--- config.mk ---
export PLATFORM = sky130hd
export DESIGN_NAME = synHuntRx
export DESIGN_NICKNAME = d
export VERILOG_FILES = /design/src/rtl/synHuntRxPkg.sv /design/src/rtl/rxDatapath.sv /design/src/rtl/rxControl.sv /design/src/rtl/synHuntRx.sv
export SDC_FILE = /design/constraint.sdc
export NUM_CORES = 1
export LEC_CHECK = 0
export BUFFER_PORTS_ARGS = -buffer_cell sky130_fd_sc_hd__buf_4
export CORE_UTILIZATION = 52
export DETAILED_ROUTE_END_ITERATION = 7
export PLACE_DENSITY = 0.79
export SYNTH_ARGS = -nofsm -noshare
export SYNTH_HDL_FRONTEND = slang
export SYNTH_SLANG_ARGS = --single-unit
--- constraint.sdc ---
create_clock -name clk -period 2.35 [get_ports clk]
set_input_delay 0.47 -clock clk [delete_from_list [all_inputs] [get_ports clk]]
set_output_delay 0.47 -clock clk [all_outputs]
set_load 0.01 [all_outputs]
--- src/rtl/synHuntRxPkg.sv ---
package synHuntRxPkg;
  localparam int MIN_LEN = 5;
  localparam int MAX_LEN = 8;
  localparam int CNT_W   = $clog2(MAX_LEN + 2);

  typedef enum logic [1:0] {ST_IDLE, ST_HUNT, ST_CONFIRM, ST_SYNC} rxState_t;

  typedef struct packed {
    logic idle;     // receiver disabled
    logic hunt;     // sliding SYN1 search active
    logic restart;  // clear framing state
    logic huntGo;   // accepted SYN1 match
    logic load;     // move assembled character to holding register
    logic setSyn;   // set SYN detect
    logic setErr;   // set parity/DLE flag
  } rxCtl_t;
endpackage

--- src/rtl/rxDatapath.sv ---
module rxDatapath
  import synHuntRxPkg::*;
(
  input  logic                 clk,
  input  logic                 rstN,
  input  rxCtl_t               ctl,
  input  logic                 rxBit,
  input  logic                 bitStrobe,
  input  logic [1:0]           charLen,
  input  logic                 parityEn,
  input  logic                 parityOdd,
  input  logic [MAX_LEN-1:0]   syn1Pat,
  input  logic [MAX_LEN-1:0]   syn2Pat,
  input  logic [MAX_LEN-1:0]   dlePat,
  input  logic                 statusRd,
  input  logic                 dataRd,
  input  logic                 errReset,
  output logic                 huntMatch,
  output logic                 charDone,
  output logic                 isSyn1,
  output logic                 isSyn2,
  output logic                 isDle,
  output logic                 parErr,
  output logic [MAX_LEN-1:0]   rxData,
  output logic                 rxReady,
  output logic                 synDetect,
  output logic                 errFlag,
  output logic                 overrun
);
  logic [CNT_W-1:0]   lenBits, shiftAmt, fillQ, cntQ;
  logic [MAX_LEN-1:0] mask, shiftQ, shiftNext, window, charQ;
  logic               parQ, skipQ, doneQ;

  assign lenBits   = CNT_W'(MIN_LEN) + CNT_W'(charLen);
  assign shiftAmt  = CNT_W'(MAX_LEN) - lenBits;
  assign mask      = {MAX_LEN{1'b1}} >> shiftAmt;
  assign shiftNext = {rxBit, shiftQ[MAX_LEN-1:1]};
  assign window    = shiftNext >> shiftAmt;

  assign huntMatch = ctl.hunt && bitStrobe && (fillQ >= lenBits - 1'b1)
                     && (window == (syn1Pat & mask));
  assign charDone  = doneQ;
  assign isSyn1    = (charQ == (syn1Pat & mask));
  assign isSyn2    = (charQ == (syn2Pat & mask));
  assign isDle     = (charQ == (dlePat & mask));
  assign parErr    = parityEn && (((^charQ) ^ parQ) != parityOdd);

  // framing: hunt shifter and character assembly
  always_ff @(posedge clk or negedge rstN) begin
    if (!rstN) begin
      shiftQ <= '0; charQ <= '0; fillQ <= '0; cntQ <= '0;
      parQ <= 1'b0; skipQ <= 1'b0; doneQ <= 1'b0;
    end else begin
      doneQ <= 1'b0;
      if (ctl.idle || ctl.restart) begin
        shiftQ <= '0; fillQ <= '0; cntQ <= '0; skipQ <= 1'b0;
      end else if (ctl.hunt) begin
        if (bitStrobe) begin
          shiftQ <= shiftNext;
          if (fillQ < CNT_W'(MAX_LEN)) fillQ <= fillQ + 1'b1;
          if (ctl.huntGo) begin
            skipQ <= parityEn;
            cntQ  <= '0;
          end
        end
      end else if (bitStrobe) begin
        if (skipQ) begin
          skipQ <= 1'b0;
        end else if (cntQ < lenBits) begin
          shiftQ <= shiftNext;
          if ((cntQ == lenBits - 1'b1) && !parityEn) begin
            charQ <= window;
            doneQ <= 1'b1;
            cntQ  <= '0;
          end else begin
            cntQ <= cntQ + 1'b1;
          end
        end else begin
          parQ  <= rxBit;
          charQ <= shiftQ >> shiftAmt;
          doneQ <= 1'b1;
          cntQ  <= '0;
        end
      end
    end
  end

  // holding register and status flags
  always_ff @(posedge clk or negedge rstN) begin
    if (!rstN) begin
      rxData <= '0; rxReady <= 1'b0; synDetect <= 1'b0;
      errFlag <= 1'b0; overrun <= 1'b0;
    end else begin
      if (ctl.load) rxData <= charQ;

      if (ctl.idle)          rxReady <= 1'b0;
      else if (ctl.load)     rxReady <= 1'b1;
      else if (dataRd)       rxReady <= 1'b0;

      if (ctl.load && rxReady && !dataRd) overrun <= 1'b1;
      else if (errReset)                  overrun <= 1'b0;

      if (ctl.idle)          synDetect <= 1'b0;
      else if (ctl.setSyn)   synDetect <= 1'b1;
      else if (statusRd)     synDetect <= 1'b0;

      if (ctl.idle)          errFlag <= 1'b0;
      else if (ctl.setErr)   errFlag <= 1'b1;
      else if (errReset)     errFlag <= 1'b0;
      else if (ctl.load)     errFlag <= 1'b0;
    end
  end

  a_r5_overrun_needs_ready: assert property (@(posedge clk) disable iff (!rstN)
    $rose(overrun) |-> $past(rxReady));
  a_r6_high_bits_zero: assert property (@(posedge clk) disable iff (!rstN)
    rxReady |-> ((rxData & ~mask) == '0));
  a_r1_disable_clears: assert property (@(posedge clk) disable iff (!rstN)
    ctl.idle |=> (!rxReady && !synDetect && !errFlag));
  a_r4_done_is_pulse: assert property (@(posedge clk) disable iff (!rstN)
    charDone |=> !charDone);
  a_r14_read_clears: assert property (@(posedge clk) disable iff (!rstN)
    (dataRd && !ctl.load && !ctl.idle) |=> !rxReady);
endmodule

--- src/rtl/rxControl.sv ---
module rxControl
  import synHuntRxPkg::*;
(
  input  logic   clk,
  input  logic   rstN,
  input  logic   rxEn,
  input  logic   singleSyn,
  input  logic   transparent,
  input  logic   stripEn,
  input  logic   parityEn,
  input  logic   jamSyncEn,
  input  logic   jamSync,
  input  logic   huntMatch,
  input  logic   charDone,
  input  logic   isSyn1,
  input  logic   isSyn2,
  input  logic   isDle,
  input  logic   parErr,
  output rxCtl_t ctl
);
  rxState_t state, stateNext;
  logic enQ, jamQ, armedQ, prevSyn1Q;
  logic enRise, jamRise, huntGo, armedNow, synEv, dleEv, errEv, drop, inSyncChar;

  assign enRise     = rxEn && !enQ;
  assign jamRise    = jamSyncEn && jamSync && !jamQ && rxEn;
  assign huntGo     = (state == ST_HUNT) && huntMatch && !jamSyncEn;
  assign inSyncChar = (state == ST_SYNC) && charDone;
  assign armedNow   = transparent && isDle && !armedQ;

  always_comb begin
    if (transparent) begin
      synEv = !jamSyncEn && armedQ && isSyn1;
      dleEv = !parityEn && armedQ && !isSyn2 && !isDle;
      drop  = stripEn && (armedNow || (armedQ && isSyn1));
    end else begin
      synEv = !jamSyncEn && (singleSyn ? isSyn1 : (prevSyn1Q && isSyn2));
      dleEv = 1'b0;
      drop  = stripEn && (isSyn1 || (!singleSyn && prevSyn1Q && isSyn2));
    end
    errEv = (transparent && !parityEn) ? dleEv : parErr;
  end

  always_comb begin
    ctl.idle    = !rxEn;
    ctl.hunt    = (state == ST_HUNT);
    ctl.huntGo  = huntGo;
    ctl.restart = enRise || jamRise || ((state == ST_CONFIRM) && charDone && !isSyn2);
    ctl.load    = inSyncChar && !drop && !jamRise;
    ctl.setSyn  = (huntGo && singleSyn) || ((state == ST_CONFIRM) && charDone && isSyn2)
                  || jamRise || (inSyncChar && synEv);
    ctl.setErr  = inSyncChar && errEv;
  end

  always_comb begin
    stateNext = state;
    if (!rxEn)         stateNext = ST_IDLE;
    else if (jamRise)  stateNext = ST_SYNC;
    else begin
      case (state)
        ST_IDLE:    stateNext = ST_HUNT;
        ST_HUNT:    if (huntGo) stateNext = singleSyn ? ST_SYNC : ST_CONFIRM;
        ST_CONFIRM: if (charDone) stateNext = isSyn2 ? ST_SYNC : ST_HUNT;
        default:    stateNext = ST_SYNC;
      endcase
    end
  end

  always_ff @(posedge clk or negedge rstN) begin
    if (!rstN) begin
      state <= ST_IDLE; enQ <= 1'b0; jamQ <= 1'b0;
      armedQ <= 1'b0; prevSyn1Q <= 1'b0;
    end else begin
      state <= stateNext;
      enQ   <= rxEn;
      jamQ  <= jamSync;
      if (state != ST_SYNC || jamRise) begin
        armedQ <= 1'b0; prevSyn1Q <= 1'b0;
      end else if (charDone) begin
        armedQ    <= armedNow;
        prevSyn1Q <= isSyn1;
      end
    end
  end

  a_r3_confirm_only_double: assert property (@(posedge clk) disable iff (!rstN)
    (state == ST_CONFIRM) |-> !singleSyn);
  a_r13_jam_no_confirm: assert property (@(posedge clk) disable iff (!rstN)
    (jamSyncEn && state == ST_HUNT) |=> (state != ST_CONFIRM));
  a_r1_idle_when_off: assert property (@(posedge clk) disable iff (!rstN)
    !rxEn |=> (state == ST_IDLE));
endmodule

--- src/rtl/synHuntRx.sv ---
module synHuntRx
  import synHuntRxPkg::*;
(
  input  logic       clk,
  input  logic       rstN,
  input  logic       rxEn,
  input  logic       rxBit,
  input  logic       bitStrobe,
  input  logic [1:0] charLen,
  input  logic       parityEn,
  input  logic       parityOdd,
  input  logic       singleSyn,
  input  logic       transparent,
  input  logic       stripEn,
  input  logic       jamSyncEn,
  input  logic       jamSync,
  input  logic [7:0] syn1Pat,
  input  logic [7:0] syn2Pat,
  input  logic [7:0] dlePat,
  input  logic       statusRd,
  input  logic       dataRd,
  input  logic       errReset,
  output logic [7:0] rxData,
  output logic       rxReady,
  output logic       synDetect,
  output logic       errFlag,
  output logic       overrun
);
  rxCtl_t ctl;
  logic huntMatch, charDone, isSyn1, isSyn2, isDle, parErr;

  rxControl uCtl (
    .clk(clk), .rstN(rstN), .rxEn(rxEn), .singleSyn(singleSyn),
    .transparent(transparent), .stripEn(stripEn), .parityEn(parityEn),
    .jamSyncEn(jamSyncEn), .jamSync(jamSync), .huntMatch(huntMatch),
    .charDone(charDone), .isSyn1(isSyn1), .isSyn2(isSyn2), .isDle(isDle),
    .parErr(parErr), .ctl(ctl)
  );

  rxDatapath uDp (
    .clk(clk), .rstN(rstN), .ctl(ctl), .rxBit(rxBit), .bitStrobe(bitStrobe),
    .charLen(charLen), .parityEn(parityEn), .parityOdd(parityOdd),
    .syn1Pat(syn1Pat), .syn2Pat(syn2Pat), .dlePat(dlePat),
    .statusRd(statusRd), .dataRd(dataRd), .errReset(errReset),
    .huntMatch(huntMatch), .charDone(charDone), .isSyn1(isSyn1),
    .isSyn2(isSyn2), .isDle(isDle), .parErr(parErr), .rxData(rxData),
    .rxReady(rxReady), .synDetect(synDetect), .errFlag(errFlag), .overrun(overrun)
  );
endmodule

==> results.py <==
metrics = {
    "final_layout": {
        "multi_input_area_sq_um": 2510,
        "antenna_cells": 0,
        "finish.utilization_pct": 82.7,
        "syn2layout_area_growth_pct": 49.4,
        "design_area_sq_um": 5040,
        "seq_area_sq_um": 1130,
        "layout.nets": 534,
        "layout-drive-gt1-share_pct": 44.7,
        "fillers": 320,
    },
    "sta": {
        "timing.final.setup_violations": 36,
        "worst_pin_slew_ps": 601,
        "grt_setup_unrepaired": "true",
        "setup_tns_ps": -6360,
        "min_period_ps": 2780,
        "hold_ws_ps": 158,
        "fin_skew_ps": 11.3,
        "drv_slew": 0,
        "finalCritPeriodShare_pct": 118,
        "max_freq_mhz": 360,
        "maxSlewHeadroom_pct": 59.9,
        "finalHoldViolCount": 0,
        "setup_ws_ps": -431,
    },
    "logic_synthesis": {
        "yosysTopAreaCell": "dfrtp_1",
        "yosys_warnings": 0,
        "async_flop_share_pct": 100,
        "yosys_register_bits": 45,
        "synthTopCellsByCount": "45 x dfrtp_1, 42 x xnor2_1, 37 x nor2_1, 28 x mux2i_1, 20 x nand2_1",
        "synthCells": 366,
        "yosysMostFrequentCell": "dfrtp_1",
        "synth.top_cell.area_share_pct": 33.4,
        "synth.net_count": 420,
        "ys_seq_area_share_pct": 33.4,
        "syn_area_sq_um": 3370,
        "postSynthAreaPerCell_sq_um": 9.22,
        "ys_top_cells_by_area": "dfrtp_1 33%, xnor2_1 11%, mux2i_1 8.3%",
        "ys_types": 57,
        "ys.flop_type": "dfrtp_1",
        "synth_edf_count": 0,
    },
    "global_route": {
        "grt_max_degree": 46,
        "grtUsageTotal_pct": 31.3,
        "grt-ovfl-total": 0,
        "grt_antenna_before_repair": 0,
        "grt_pass1_wl_mm": 15.6,
        "grt_pass1_vias": 3168,
    },
    "route": {
        "wl_per_cell_um": 21.2,
        "viasPerCell": 6.29,
        "drt_wl_total_mm": 11.8,
        "vias": 3498,
        "dr_wl_met3_um": 828,
        "drc": 0,
        "dr_wl_met2_mm": 5.97,
        "wl_met1_mm": 4.42,
        "firstDrtPassIters": 5,
        "ant_nets": 0,
        "initialDrtViolationCount": 274,
        "highest_layer": "met4",
    },
    "run_status": {
        "status": "finished, violations left",
        "violations": "setup timing",
    },
    "critical_path": {
        "path_class": "primary input to flip-flop",
        "r2r_slack_ps": -100,
        "startpoint_type": "primary input",
        "end_kind": "flip-flop",
        "path_max_fanout": 7,
        "worstPathRequired_ps": 2550,
        "worstPathArrival_ps": 2980,
    },
    "floorplan": {
        "core_sq_um": 6100,
        "start_util_pct": 55.3,
        "dieWidth_um": 82.5,
        "std_cell_rows": 28,
        "die_area_sq_um": 6810,
        "fp.dieH_um": 82.5,
        "io_pins": 53,
    },
    "place": {
        "dp_hpwl_mm": 6.44,
        "dpl_cell_area_sq_um": 4280,
        "dp_slack_ps": -746,
        "routabilityCongestion": 0.946,
        "io_buffers": 52,
    },
    "pwr": {
        "p_leak_nw": 2.27,
        "p_per_area_nw_per_um2": 400,
        "vdd_ir_drop_max_uv": 293,
    },
    "clock_tree": {
        "clock_latency_ps": 310,
        "cts_tree": "yes",
        "clkSinkCount": 45,
        "cts_buffers": 5,
        "htreeDepth": 2,
        "clk_pin_slew_ps": 80,
        "clk_path_buf_depth": 2,
        "cts-root-buf": "clkbuf_8",
    },
    "hold_path": {
        "hold_class": "primary input to asynchronous set/reset pin",
    },
    "run": {
        "maxCapViolCount": 0,
    },
}
final cells by class:
type / instances / area share [%]
clock inverter: 1 / 0.596
timing repair buffer: 132 / 22.2
sequential: 45 / 22.3
clock buffer: 7 / 1.71
multi-input combinational: 279 / 49.9
inverter: 17 / 1.46
tap: 75 / 1.86
where the power goes:
part           switching, mW  leakage (nW)  internal, mW  total, mW
Combinational          0.302          1.60         0.291      0.593
Sequential            0.0120         0.616         0.786      0.798
Clock                  0.279        0.0585         0.347      0.626
Total                  0.594          2.27          1.42       2.02
worst max-delay path, stage by stage:
cell and delay (ps):
buf_12 90, inv_6 30, ha_4 310, buf_6 130, buf_12 150, mux2i_1 380
xnor2_1 150, mux2i_1 170, o211ai_1 220, buf_4 220, o31ai_4 270, buf_4 170
mux2i_1 70, nor2b_1 140
cell usage in the layout (no fill, tap or decap), types with 6 or more instances in the layout:
cell	Yosys	final
a21oi_1	17	13
buf_4	2	113
buf_6	1	11
clkbuf_8	0	6
dfrtp_1	45	45
ha_1	13	7
inv_1	16	12
mux2_4	0	12
mux2i_1	28	19
nand2_1	20	18
nand3_1	10	10
nor2_1	37	35
nor3_1	12	6
xnor2_1	42	40
xor2_1	8	8
metrics by stage:
step	total power, mW	cells
2_1_floorplan	1.07	366
3_3_place_gp	1.24	527
3_5_place_dp	1.25	527
4_1_cts	1.93	549
5_1_grt	2.09	556
6_report	2.02	556
final timing paths:
| check | from | cells after the start | endpoint |
|---|---|---|---|
| max reg2reg | uDp.shiftQ[7]$_DFFE_PN0P_ | 7 | uDp.skipQ$_DFFE_PN0P_ |
| min reg2reg | uDp.rxData[0]$_DFFE_PN0P_ | 1 | uDp.rxData[0]$_DFFE_PN0P_ |
| min in group clk | jamSync | 1 | uCtl.jamQ$_DFF_PN0_ |
| min | rstN | 1 | uDp.cntQ[2]$_DFFE_PN0P_ |
| max | charLen[0] | 14 | uDp.cntQ[0]$_DFFE_PN0P_ |
| max in group asynchronous | rstN | 1 | uDp.charQ[4]$_DFFE_PN0P_ |
kinds of logic (layout without fill, tap and decap cells):
group | count (synthesis) | in the layout | synth area share, %
XOR/XNOR | 51 | 51 | 13.5
AO/OA/AOI/OAI | 52 | 52 | 10.3
AND/OR/NAND/NOR | 114 | 115 | 17.0
multiplexers | 48 | 48 | 15.7
flip-flops | 45 | 45 | 33.4
adder cells (fa/ha/maj) | 13 | 13 | 4.82
buffers and inverters | 43 | 157 | 5.38
metal layers:
| layer | global-route usage (%) | vias up |
|---|---|---|
| li1 | - | 1491 |
| met1 | 39.0 | 1708 |
| met2 | 53.1 | 238 |
| met3 | 5.60 | 61 |
| met4 | 13.1 | 0 |
| met5 | 0 | - |
repair_timing:
action | 4_1_cts | 5_1_grt
endpoints found under the setup margin | 33 | 37
setup buffers | 13 | 7
hold buffers | 0 | 0
cloned | 2 | 1
gates resized for setup | 56 | 37
pin swaps | 22 | 18
registers in the layout, indices dropped and copies added, names as in the netlist, 2 cells and up:
signal	cells
uCtl.state	2
uDp.charQ	8
uDp.cntQ	4
uDp.fillQ	4
uDp.rxData	8
uDp.shiftQ	8
(Power assumes the default switching activity.)
